**src/rtl/ldcfg_pkg.sv**
```systemverilog
package ldcfg_pkg;

    typedef enum logic [1:0] {
        PS_IDLE      = 2'd0,
        PS_CFG_REPLY = 2'd1,
        PS_IO_REPLY  = 2'd2
    } port_state_t;

    localparam logic [7:0] IDX_LDN  = 8'h07;
    localparam logic [7:0] IDX_ACT  = 8'h30;
    localparam logic [7:0] IDX_RCHK = 8'h31;
    localparam logic [7:0] IDX_IOB  = 8'h60;
    localparam logic [7:0] IDX_IRQ  = 8'h70;
    localparam logic [7:0] IDX_DMA  = 8'h74;

    localparam logic [7:0] PAT_55   = 8'h55;
    localparam logic [7:0] PAT_AA   = 8'hAA;
    localparam logic [2:0] DMA_NONE = 3'd4;

endpackage

```
**src/rtl/ldcfg_dev_regs.sv**
```systemverilog
module ldcfg_dev_regs
    import ldcfg_pkg::*;
#(
    parameter int NIO  = 2,
    parameter int NIRQ = 2,
    parameter int NDMA = 2
) (
    input  logic              clk,
    input  logic              rst_n,
    input  logic              clr,
    input  logic              sel,
    input  logic              wr,
    input  logic [7:0]        idx,
    input  logic [7:0]        wdata,
    output logic [7:0]        rdata,
    output logic              active,
    output logic              rc_en,
    output logic              rc_55,
    output logic [NIO*16-1:0] io_base
);

    logic        act_q, rce_q, r55_q;
    logic [15:0] base_q [NIO];
    logic [3:0]  lvl_q  [NIRQ];
    logic [1:0]  kind_q [NIRQ];
    logic [2:0]  dma_q  [NDMA];
    logic        wr_hit;

    assign wr_hit = wr && sel;

    // enable / conflict-test control with interlock
    always_ff @(posedge clk or negedge rst_n) begin
        if (!rst_n) begin
            act_q <= 1'b0;
            rce_q <= 1'b0;
            r55_q <= 1'b0;
        end else if (clr) begin
            act_q <= 1'b0;
            rce_q <= 1'b0;
            r55_q <= 1'b0;
        end else if (wr_hit && idx == IDX_ACT) begin
            act_q <= wdata[0];
            if (wdata[0]) rce_q <= 1'b0;
        end else if (wr_hit && idx == IDX_RCHK) begin
            r55_q <= wdata[0];
            rce_q <= wdata[1] & ~act_q;
        end
    end

    generate
        for (genvar g = 0; g < NIO; g++) begin : g_iob
            localparam logic [7:0] HI_IDX = 8'(IDX_IOB + 2 * g);
            localparam logic [7:0] LO_IDX = 8'(IDX_IOB + 2 * g + 1);
            always_ff @(posedge clk or negedge rst_n) begin
                if (!rst_n)                          base_q[g] <= '0;
                else if (clr)                        base_q[g] <= '0;
                else if (wr_hit && idx == HI_IDX)    base_q[g][15:8] <= wdata;
                else if (wr_hit && idx == LO_IDX)    base_q[g][7:0]  <= wdata;
            end
            assign io_base[g*16 +: 16] = base_q[g];
        end

        for (genvar g = 0; g < NIRQ; g++) begin : g_irq
            localparam logic [7:0] LVL_IDX  = 8'(IDX_IRQ + 2 * g);
            localparam logic [7:0] KIND_IDX = 8'(IDX_IRQ + 2 * g + 1);
            always_ff @(posedge clk or negedge rst_n) begin
                if (!rst_n) begin
                    lvl_q[g]  <= '0;
                    kind_q[g] <= '0;
                end else if (clr) begin
                    lvl_q[g]  <= '0;
                    kind_q[g] <= '0;
                end else if (wr_hit && idx == LVL_IDX) begin
                    lvl_q[g]  <= wdata[3:0];
                end else if (wr_hit && idx == KIND_IDX) begin
                    kind_q[g] <= wdata[1:0];
                end
            end
        end

        for (genvar g = 0; g < NDMA; g++) begin : g_dma
            localparam logic [7:0] CH_IDX = 8'(IDX_DMA + g);
            always_ff @(posedge clk or negedge rst_n) begin
                if (!rst_n)                       dma_q[g] <= DMA_NONE;
                else if (clr)                     dma_q[g] <= DMA_NONE;
                else if (wr_hit && idx == CH_IDX) dma_q[g] <= wdata[2:0];
            end
        end
    endgenerate

    // read-back mux with reserved bits forced to zero
    always_comb begin
        rdata = '0;
        if (idx == IDX_ACT)  rdata = {7'd0, act_q};
        if (idx == IDX_RCHK) rdata = {6'd0, rce_q, r55_q};
        for (int g = 0; g < NIO; g++) begin
            if (idx == 8'(IDX_IOB + 2 * g))     rdata = base_q[g][15:8];
            if (idx == 8'(IDX_IOB + 2 * g + 1)) rdata = base_q[g][7:0];
        end
        for (int g = 0; g < NIRQ; g++) begin
            if (idx == 8'(IDX_IRQ + 2 * g))     rdata = {4'd0, lvl_q[g]};
            if (idx == 8'(IDX_IRQ + 2 * g + 1)) rdata = {6'd0, kind_q[g]};
        end
        for (int g = 0; g < NDMA; g++) begin
            if (idx == 8'(IDX_DMA + g))         rdata = {5'd0, dma_q[g]};
        end
    end

    assign active = act_q;
    assign rc_en  = rce_q;
    assign rc_55  = r55_q;

    // never enabled and under conflict test together
    p_no_dual_r5: assert property (@(posedge clk) disable iff (!rst_n)
        !(act_q && rce_q));

    // test enable written while active is dropped
    p_rc_blocked_r4: assert property (@(posedge clk) disable iff (!rst_n)
        (wr_hit && idx == IDX_RCHK && act_q && !clr) |=> !rce_q);

    // enable flag follows written bit 0
    p_act_wr_r3: assert property (@(posedge clk) disable iff (!rst_n)
        (wr_hit && idx == IDX_ACT && !clr) |=> (act_q == $past(wdata[0])));

    // device clear restores defaults
    p_clr_dflt_r10: assert property (@(posedge clk) disable iff (!rst_n)
        clr |=> (dma_q[0] == DMA_NONE && !act_q && !rce_q && base_q[0] == 16'd0));

endmodule

```
**src/rtl/ldcfg_win_match.sv**
```systemverilog
module ldcfg_win_match #(
    parameter int NIO = 2,
    parameter int WIN = 8
) (
    input  logic [15:0]       io_addr,
    input  logic [NIO*16-1:0] io_base,
    output logic              hit
);

    always_comb begin
        hit = 1'b0;
        for (int g = 0; g < NIO; g++) begin
            if (io_addr >= io_base[g*16 +: 16] &&
                (17'(io_addr) - 17'(io_base[g*16 +: 16])) < 17'(WIN))
                hit = 1'b1;
        end
    end

endmodule

```
**src/rtl/ldcfg_port_fsm.sv**
```systemverilog
module ldcfg_port_fsm
    import ldcfg_pkg::*;
(
    input  logic       clk,
    input  logic       rst_n,
    input  logic       cfg_rd,
    input  logic [7:0] cfg_idx,
    input  logic [7:0] rd_data,
    input  logic       io_rd,
    input  logic       io_found,
    input  logic [7:0] io_pat,
    output logic       cfg_rvalid,
    output logic [7:0] cfg_rdata,
    output logic       io_hit,
    output logic [7:0] io_rdata
);

    port_state_t state_q, state_d;
    logic [7:0]  rdata_q, iodata_q, idx_q;
    logic        hit_q;

    always_comb begin
        state_d = PS_IDLE;
        unique case (state_q)
            PS_IDLE, PS_CFG_REPLY, PS_IO_REPLY: begin
                if (cfg_rd)     state_d = PS_CFG_REPLY;
                else if (io_rd) state_d = PS_IO_REPLY;
                else            state_d = PS_IDLE;
            end
            default:            state_d = PS_IDLE;
        endcase
    end

    always_ff @(posedge clk or negedge rst_n) begin
        if (!rst_n) state_q <= PS_IDLE;
        else        state_q <= state_d;
    end

    always_ff @(posedge clk or negedge rst_n) begin
        if (!rst_n) begin
            rdata_q  <= '0;
            iodata_q <= '0;
            idx_q    <= '0;
            hit_q    <= 1'b0;
        end else begin
            rdata_q  <= (state_d == PS_CFG_REPLY) ? rd_data : 8'd0;
            idx_q    <= cfg_idx;
            hit_q    <= (state_d == PS_IO_REPLY) && io_found;
            iodata_q <= ((state_d == PS_IO_REPLY) && io_found) ? io_pat : 8'd0;
        end
    end

    assign cfg_rvalid = (state_q == PS_CFG_REPLY);
    assign cfg_rdata  = rdata_q;
    assign io_hit     = (state_q == PS_IO_REPLY) && hit_q;
    assign io_rdata   = iodata_q;

    // read reply one cycle after strobe
    p_rd_reply_r12: assert property (@(posedge clk) disable iff (!rst_n)
        cfg_rd |=> cfg_rvalid);

    // config read wins over a same-cycle I/O read
    p_rd_priority_r12: assert property (@(posedge clk) disable iff (!rst_n)
        (cfg_rd && io_rd) |=> !io_hit);

    // only the two fixed patterns appear on a hit
    p_io_pattern_r9: assert property (@(posedge clk) disable iff (!rst_n)
        io_hit |-> (io_rdata == PAT_55 || io_rdata == PAT_AA));

    // reserved enable bits read as zero
    p_act_rsvd_r3: assert property (@(posedge clk) disable iff (!rst_n)
        (cfg_rvalid && idx_q == IDX_ACT) |-> (cfg_rdata[7:1] == 7'd0));

endmodule

```
**src/rtl/ldcfg_bank.sv**
```systemverilog
module ldcfg_bank
    import ldcfg_pkg::*;
#(
    parameter int NDEV = 3,
    parameter int NIO  = 2,
    parameter int NIRQ = 2,
    parameter int NDMA = 2,
    parameter int WIN  = 8
) (
    input  logic            clk,
    input  logic            rst_n,
    input  logic            ld_reset,
    input  logic            cfg_wr,
    input  logic            cfg_rd,
    input  logic [7:0]      cfg_idx,
    input  logic [7:0]      cfg_wdata,
    output logic [7:0]      cfg_rdata,
    output logic            cfg_rvalid,
    input  logic            io_rd,
    input  logic [15:0]     io_addr,
    output logic            io_hit,
    output logic [7:0]      io_rdata,
    output logic [NDEV-1:0] dev_active
);

    localparam int LDW = (NDEV > 1) ? $clog2(NDEV) : 1;

    logic [LDW-1:0]    ldn_q;
    logic [7:0]        dev_rdata [NDEV];
    logic [NIO*16-1:0] base_v    [NDEV];
    logic [NDEV-1:0]   act_v, rce_v, r55_v, win_v;
    logic [7:0]        rd_mux, io_pat;
    logic              io_found;

    generate
        if (NDEV > 1) begin : g_ldn
            always_ff @(posedge clk or negedge rst_n) begin
                if (!rst_n)
                    ldn_q <= '0;
                else if (cfg_wr && cfg_idx == IDX_LDN && cfg_wdata < 8'(NDEV))
                    ldn_q <= cfg_wdata[LDW-1:0];
            end

            // legal selection loads
            p_ldn_load_r1: assert property (@(posedge clk) disable iff (!rst_n)
                (cfg_wr && cfg_idx == IDX_LDN && cfg_wdata < 8'(NDEV))
                    |=> (ldn_q == $past(cfg_wdata[LDW-1:0])));
            // device reset keeps the selection
            p_ldn_keep_r10: assert property (@(posedge clk) disable iff (!rst_n)
                (ld_reset && !(cfg_wr && cfg_idx == IDX_LDN)) |=> $stable(ldn_q));
        end else begin : g_ldn_fixed
            assign ldn_q = '0;
        end

        for (genvar d = 0; d < NDEV; d++) begin : g_dev
            ldcfg_dev_regs #(
                .NIO  (NIO),
                .NIRQ (NIRQ),
                .NDMA (NDMA)
            ) u_dev (
                .clk     (clk),
                .rst_n   (rst_n),
                .clr     (ld_reset),
                .sel     (ldn_q == LDW'(d)),
                .wr      (cfg_wr),
                .idx     (cfg_idx),
                .wdata   (cfg_wdata),
                .rdata   (dev_rdata[d]),
                .active  (act_v[d]),
                .rc_en   (rce_v[d]),
                .rc_55   (r55_v[d]),
                .io_base (base_v[d])
            );

            ldcfg_win_match #(
                .NIO (NIO),
                .WIN (WIN)
            ) u_win (
                .io_addr (io_addr),
                .io_base (base_v[d]),
                .hit     (win_v[d])
            );
        end
    endgenerate

    always_comb begin
        rd_mux = '0;
        if (cfg_idx == IDX_LDN) begin
            rd_mux = 8'(ldn_q);
        end else begin
            for (int d = 0; d < NDEV; d++)
                if (ldn_q == LDW'(d)) rd_mux = dev_rdata[d];
        end
    end

    // lowest-numbered responding device wins
    always_comb begin
        io_found = 1'b0;
        io_pat   = '0;
        for (int d = NDEV - 1; d >= 0; d--) begin
            if (win_v[d] && rce_v[d] && !act_v[d]) begin
                io_found = 1'b1;
                io_pat   = r55_v[d] ? PAT_55 : PAT_AA;
            end
        end
    end

    ldcfg_port_fsm u_port (
        .clk        (clk),
        .rst_n      (rst_n),
        .cfg_rd     (cfg_rd),
        .cfg_idx    (cfg_idx),
        .rd_data    (rd_mux),
        .io_rd      (io_rd),
        .io_found   (io_found),
        .io_pat     (io_pat),
        .cfg_rvalid (cfg_rvalid),
        .cfg_rdata  (cfg_rdata),
        .io_hit     (io_hit),
        .io_rdata   (io_rdata)
    );

    assign dev_active = act_v;

endmodule

```
**config.mk**
```make
export PLATFORM = sky130hd
export DESIGN_NAME = ldcfg_bank
export DESIGN_NICKNAME = d
export VERILOG_FILES = /design/src/rtl/ldcfg_pkg.sv /design/src/rtl/ldcfg_dev_regs.sv /design/src/rtl/ldcfg_win_match.sv /design/src/rtl/ldcfg_port_fsm.sv /design/src/rtl/ldcfg_bank.sv
export SDC_FILE = /design/constraint.sdc
export NUM_CORES = 1
export LEC_CHECK = 0
export CORE_AREA = 3 3 180 129
export DETAILED_ROUTE_END_ITERATION = 10
export DIE_AREA = 0 0 183 132
export GPL_ROUTABILITY_DRIVEN = 0
export HOLD_SLACK_MARGIN = 0.15
export PLACE_DENSITY_LB_ADDON = 0.1
export SYNTH_ARGS = -nofsm -noshare
export SYNTH_HDL_FRONTEND = slang
export SYNTH_HIERARCHICAL = 1
export SYNTH_SLANG_ARGS = --single-unit
```
**constraint.sdc**
```tcl
create_clock -name clk -period 9.58 [get_ports clk]
set_input_delay 2.874 -clock clk [delete_from_list [all_inputs] [get_ports clk]]
set_output_delay 2.874 -clock clk [all_outputs]
set_load 0.005 [all_outputs]
```
# After elaboration in Yosys (flattened, before gate mapping)
# Cells that the tools add are included.
[word_totals]
regBits = 180
input_bits = 38
[op_classes]
reduce_logical = 118
bitwise_logic = 6
add_sub_neg = 6
n_mux = 151
magnitude_cmp = 13
n_eq_ne = 37
[ops]
columns = ["operator", "n"]
rows = [
  ["8-bit 2-to-1 mux", 60],
  ["17-bit by 4-bit less-than comparator with 1-bit output (second input constant)", 6],
  ["16-bit by 16-bit subtractor with 17-bit output", 6],
  ["16-bit >= comparator", 6],
  ["16-bit 2-to-1 mux", 6],
  ["8-bit by 7-bit == test with 1-bit output (second input constant)", 10],
  ["2-bit nonzero test", 36],
  ["1-bit logical AND", 55],
  ["2-bit 2-to-1 mux", 24],
  ["4-bit 2-to-1 mux", 12],
  ["1-bit 2-to-1 mux", 37],
  ["3-bit 2-to-1 mux", 12],
  ["2-bit AND reduction", 18],
  ["2-bit inequality test (second input constant)", 15],
  ["8-bit by 6-bit == test with 1-bit output (second input constant)", 2],
  ["3-bit inequality test (second input constant)", 3],
  ["3-bit nonzero test", 3],
  ["8-bit by 3-bit == test with 1-bit output (second input constant)", 1],
  ["8-bit by 2-bit less-than comparator with 1-bit output (second input constant)", 1],
  ["2-bit by 1-bit == test with 1-bit output (second input constant)", 3],
  ["2-bit == test (second input constant)", 3],
  ["2-bit zero test", 2],
  ["1-bit bitwise AND", 3],
  ["1-bit zero test", 3],
  ["other kinds (2)", 4],
]

# Logic depth before layout (Yosys ltp)
[logic_depth]
word_depth = 18
mapped_depth = 17

# Modules after synthesis
# Netlist, hierarchy kept.
[by_module_without_submodules]
columns = ["mod", "seq_area_each_um2", "n_inst", "area_per_inst_um2", "cells_per_inst"]
rows = [
  ["ldcfg_dev_regs", 1328.8, 3, 2964.1, 301],
  ["ldcfg_win_match (g_dev[2].u_win)", 0.0, 1, 1605.3, 236],
  ["ldcfg_win_match (g_dev[0].u_win)", 0.0, 1, 1455.1, 201],
  ["ldcfg_win_match (g_dev[1].u_win)", 0.0, 1, 1348.8, 189],
  ["ldcfg_port_fsm", 475.5, 1, 714.4, 54],
  ["ldcfg_bank", 50.0, 1, 440.4, 60],
]

# Least setup slack after synthesis
# No wires, ideal clock.
[synth_timing]
path_kind = "input to register"
from = "input io_addr[1]"
to = "register u_port.iodata_q[1], in the netlist u_port/io_rdata[1]"
required_ns = 9.500
slack_ns = 3.739
path_buffers = 0
cell_stages = 13
arrival_time_ns = 5.761
setup_ns = 0.080
path_cell_list = "ha_1 nor2b_1 o31a_1 o21a_1 and4_2 nand3_1 mux2_2 or4_1 o41ai_2 nand3b_1 o31ai_1 nand2_1 nor3_2"
[synth_between]
elab_cells_between_ends = 44
[synth_rtl]
columns = ["element", "line_no", "text"]
rows = [
  ["from (decl)", "ldcfg_bank.sv:20", "input logic [15:0] io_addr,"],
  ["16-bit by 16-bit subtractor with 17-bit output", "ldcfg_win_match.sv:14", "(17'(io_addr) - 17'(io_base[g*16 +: 16])) < 17'(WIN))"],
  ["17-bit by 4-bit less-than comparator with 1-bit output", "ldcfg_win_match.sv:14", ""],
  ["1-bit logical AND", "ldcfg_win_match.sv:13", "if (io_addr >= io_base[g*16 +: 16] &&"],
  ["1-bit 2-to-1 mux", "ldcfg_win_match.sv:13", ""],
  ["1-bit 2-to-1 mux *", "ldcfg_win_match.sv:13", ""],
  ["via win_v[2]", "ldcfg_bank.sv:31", "logic [NDEV-1:0] act_v, rce_v, r55_v, win_v;"],
  ["1-bit logical AND * (2 in a row)", "ldcfg_bank.sv:101", "if (win_v[d] && rce_v[d] && !act_v[d]) begin"],
  ["8-bit 2-to-1 mux * (3 in a row)", "ldcfg_bank.sv:101", ""],
  ["via io_pat[1]", "ldcfg_bank.sv:32", "logic [7:0] rd_mux, io_pat;"],
  ["8-bit 2-to-1 mux *", "ldcfg_port_fsm.sv:49", "iodata_q <= ((state_d == PS_IO_REPLY) && io_found) ? io_pat : 8'd0;"],
  ["to (signal assigned)", "ldcfg_port_fsm.sv:49", ""],
  ["to (decl)", "ldcfg_port_fsm.sv:19", "logic [7:0] rdata_q, iodata_q, idx_q;"],
]
# The timed path passes the listed nets; every way through them passes the cells marked *.
# A chain may end at the register's enable or synchronous reset.

# Worst setup path in the final report
[layout_timing]
from = "input io_addr[2]"
to = "register u_port.iodata_q[7], in the netlist u_port/io_rdata[7]"
[layout_between]
elab_chain_len = 12
elab_cells_between_ends = 44
[layout_rtl]
columns = ["element", "line_no"]
rows = [
  ["16-bit by 16-bit subtractor with 17-bit output", "ldcfg_win_match.sv:14"],
  ["17-bit by 4-bit less-than comparator with 1-bit output", "ldcfg_win_match.sv:14"],
  ["1-bit logical AND", "ldcfg_win_match.sv:13"],
  ["1-bit 2-to-1 mux", "ldcfg_win_match.sv:13"],
  ["1-bit 2-to-1 mux *", "ldcfg_win_match.sv:13"],
  ["via win_v[2]", "ldcfg_bank.sv:31"],
  ["1-bit logical AND * (2 in a row)", "ldcfg_bank.sv:101"],
  ["1-bit 2-to-1 mux (3 in a row)", "ldcfg_bank.sv:101"],
  ["1-bit logical AND", "ldcfg_port_fsm.sv:49"],
  ["8-bit 2-to-1 mux *", "ldcfg_port_fsm.sv:49"],
]
# Marked as above.

==> metrics.md <==
| Metric | Value |
|---|---|
| Share of the synthesized area in the top cell type | `30.1%` |
| Xor/xnor share of the synthesized area | `1.03%` |
| Critical path arrival | `7.28 ns` |
| Wire length per cell | `21.7 um` |
| Sw frac | `28.8%` |
| Root Driver | `clkbuf_16` |
| Status | `finished, final reports clean` |
| Rel. slew slack | `about a quarter` |
| # IOs | `59` |
| Synth Area in Simple Gates | `21.5%` |
| Seq pwr share | `~43%` |
| Starting Density | `about two thirds` |
| Placed Area | `0.0150 sq mm` |
| Adder and majority cell fraction of the synthesized area | `around 8.3%` |
| Initial DRC count | `1717` |
| Worst endpoint required time | `~10 ns` |
| Most common cell in the netlist | `nor2_1` |
| Synth top area cells | `dfrtp_1 30%, mux2i_1 10%, ha_1 8.3%` |
| DP HPWL | `30200 um` |
| Post CTS Setup Buffer Count | `0` |
| Sum Neg Setup Slack | `0 ns` |
| FF+latch count, synth | `180` |
| PD cells | `113 mW/mm^2` |
| Cell taking the most area after synthesis | `dfrtp_1` |
| H-tree levels | `4` |
| Final clock skew | `0.0174 ns` |
| Syn_area_per_cell | `8.80 sq um` |
| Power Internal | `1.26 mW` |
| Drt first pass iters | `5` |
| Antenna-violating nets left | `0` |
| Final hold vios | `0` |
| Largest net degree at the start of global routing | `111` |
| Crit end category | `flop` |
| Latest clock arrival within the worst-skew pair | `0.44 ns` |
| Setup repair after global routing missed its margin | `false` |
| Fillers | `1659` |
| Reg clk slew, reported paths | `0.08 ns` |
| Fmax | `144 MHz` |
| Layout cell share with drive strength beyond 1 | `8.81%` |
| GR Util All Layers | `34.6%` |
| # hold bufs at CTS | `0` |
| CTS Buffer Depth | `2` |
| Post-synth EDFFs | `0` |
| Mapped Nets | `~1800` |
| Initial antenna violation count | `0` |
| Sinks on Clock Net | `180` |
| First-pass GRT wire length | `67100 um` |
| Synth top cells by count | `206 x nor2_1, 174 x dfrtp_1, 145 x mux2i_1` |
| Vias | `13099` |
| Placed cells | `1909` |
| Die area | `0.0242 sq mm` |
| CP Class | `primary input to flop` |
| CTS tree | `yes` |
| Final setup vio count | `0` |
| Setup ws final | `between 2 and 3 ns` |
| # diodes | `0` |
| Max FO, Critical Path | `6` |
| Synth Area in Compound Gates | `18.6%` |
| Largest family of logic cells by synthesized area | `simple AND/OR/NAND/NOR gates` |
| Final core utilization | `72.4%` |
| Mux contribution to synthesized area | `between 10% and 20%` |
| Drt total wl | `42200 um` |
| Synth Instances | `approximately 1600` |
| Dpl ws | `around 2.3 ns` |
| Post-CTS Resized | `0` |
| Final Max Slew Viols | `0` |
| Post-synthesis sequential area ratio | `31.2%` |
| Post-synth ARST share | `100%` |
| Slew @ Worst Pin | `1.14 ns` |
| Final period util | `72.2%` |
| Total gr overflow | `0` |
| CTS buffer count | `17` |
| Area delta synth->final | `8.21%` |
| Net switching power | `0.510 mW` |
| Combinational share of power | `16.5%` |
| Final non-filler cell area | `0.0156 sq mm` |
| Hold Path Class | `flop to flop` |
| Vias in the first global route | `12256` |
| Vias per cell | `~6.8` |
| Post-route insts no fill | `1940` |
| DIE WIDTH | `183 um` |
| Rows | `45` |
| Chip height | `about 130 um` |
| Mapped cell area | `0.0145 sq mm` |
| Max IR drop VDD | `0.000126 V` |
| Ys Warns | `6` |
| Core Region | `0.0216 sq mm` |
| Port Buffer Count | `slightly below 60` |
| Pleak | `6.29 nW` |
| Max-cap viol count | `0` |
| Top_reg_cell synth | `dfrtp_1` |
| Crit start category | `primary input` |
| Tmin final | `roughly 6.9 ns` |
| Final net count | `1780` |
| Clock Power Share | `40.6%` |
| # DRC | `0` |
| Synth cell types | `100` |
==> sequential cells by signal, summed over array words and instances (netlist names) <==
name,cells
u_port/io_rdata,8
u_port/state_q,2
g_dev.u_dev/rc_55,3
g_dev.u_dev/kind_q,12
u_port/cfg_rdata,8
ldn_q,2
u_port/hit_q,1
g_dev.u_dev/rc_en,3
g_dev.u_dev/io_base,96
g_dev.u_dev/dma_q,18
g_dev.u_dev/active,3
g_dev.u_dev/lvl_q,24
==> power by group through the flow <==
stage	Combinational (mW)	Sequential [mW]	Clock (mW)
6_report	0.292	0.761	0.719
5_1_grt	0.316	0.761	0.754
4_1_cts	0.284	0.761	0.722
3_5_place_dp	0.283	0.776	0
3_3_place_gp	0.277	0.776	0
2_1_floorplan	0.186	0.776	0
==> layout by cell type (no fill, tap or decap), types with 7 or more instances in the layout <==
cell / count
nor3b_1: 10
nand4_1: 20
o21a_1: 18
o211ai_1: 11
nand3b_1: 11
nor3_1: 32
and3_1: 16
buf_4: 14
nand2b_1: 18
nor2_1: 206
a22oi_1: 8
nor2b_1: 23
and2_1: 9
a211oi_1: 11
a2111oi_0: 8
o21ai_0: 100
a31oi_1: 15
a21o_1: 13
o22ai_1: 10
mux4_2: 15
ha_1: 96
nand2_1: 95
mux2i_1: 145
mux2_2: 7
a21oi_1: 112
or3_1: 10
xor2_1: 11
nor3_2: 8
inv_1: 123
a211o_1: 7
nand3_1: 29
clkdlybuf4s50_1: 54
o31ai_1: 7
clkbuf_16: 17
dfrtp_1: 174
==> kinds of logic after synthesis <==
logic type | count (synthesis)
XOR/XNOR | 17
AND/OR/NAND/NOR | 565
flip-flops | 180
adder cells (fa/ha/maj) | 96
multiplexers | 170
buffers and inverters | 209
AO/OA/AOI/OAI | 406
==> metrics by stage <==
| step | hold WS, ns | power [mW] |
|---|---|---|
| after CTS | 0.525 | 1.77 |
| after detailed placement | 0.510 | 1.06 |
| final | 0.520 | 1.77 |
| after global routing | 0.547 | 1.83 |
| after global placement | 0.499 | 1.05 |
| after floorplan | 0.480 | 0.962 |
==> routing by layer <==
| layer | up-vias | part of all wire (%) | wire [um] | GRT usage [%] |
|---|---|---|---|---|
| li1 | 5953 | - | - | - |
| met1 | 6301 | 42 | 17900 | 50.4 |
| met2 | 750 | 45 | 19100 | 52.8 |
| met3 | 95 | 9.5 | 4030 | 6.54 |
| met4 | 0 | 2.8 | 1170 | 10.8 |
| met5 | - | 0 | 0 | 0 |
==> critical path: stages <==
cell and delay, ns:
clkdlybuf4s50_1 0.67, ha_1 0.37, nor2_1 0.19, a21oi_1 0.13, o41ai_1 0.68, o21ai_0 0.32, a221o_1 0.41, o22ai_1 0.17
o2111ai_1 0.21, o41ai_2 0.14, nand3b_1 0.22, o31ai_1 0.59, nand2_1 0.16, nor3_2 0.13
==> path summary, 6_finish.rpt <==
path,startpoint,to,slack (ns),cells after the start
max,io_addr[2],u_port/io_rdata[7]$_DFF_PN0_,2.66,14
min,g_dev[0].u_dev/dma_q[3]$_DFFE_PN0P_,g_dev[0].u_dev/dma_q[3]$_DFFE_PN0P_,0.52,2
max reg2reg,g_dev[2].u_dev/io_base[23]$_DFFE_PN0P_,u_port/io_rdata[7]$_DFF_PN0_,5.41,14
min reg2reg,g_dev[0].u_dev/dma_q[3]$_DFFE_PN0P_,g_dev[0].u_dev/dma_q[3]$_DFFE_PN0P_,0.52,2
max in group asynchronous,rst_n,g_dev[0].u_dev/io_base[25]$_DFFE_PN0P_,5.47,2
min in group asynchronous,rst_n,g_dev[2].u_dev/io_base[12]$_DFFE_PN0P_,2.54,1
==> cell type report <==
cell class	instances	area (sq um)	area share, %
multi-input combinational	1254	9060	57.9
clock inverter	12	144	0.920
tap	282	353	2.26
clock buffer	19	453	2.90
timing repair buffer	70	662	4.23
sequential	180	4510	28.8
inverter	123	462	2.95
(Power assumes the default switching activity.)
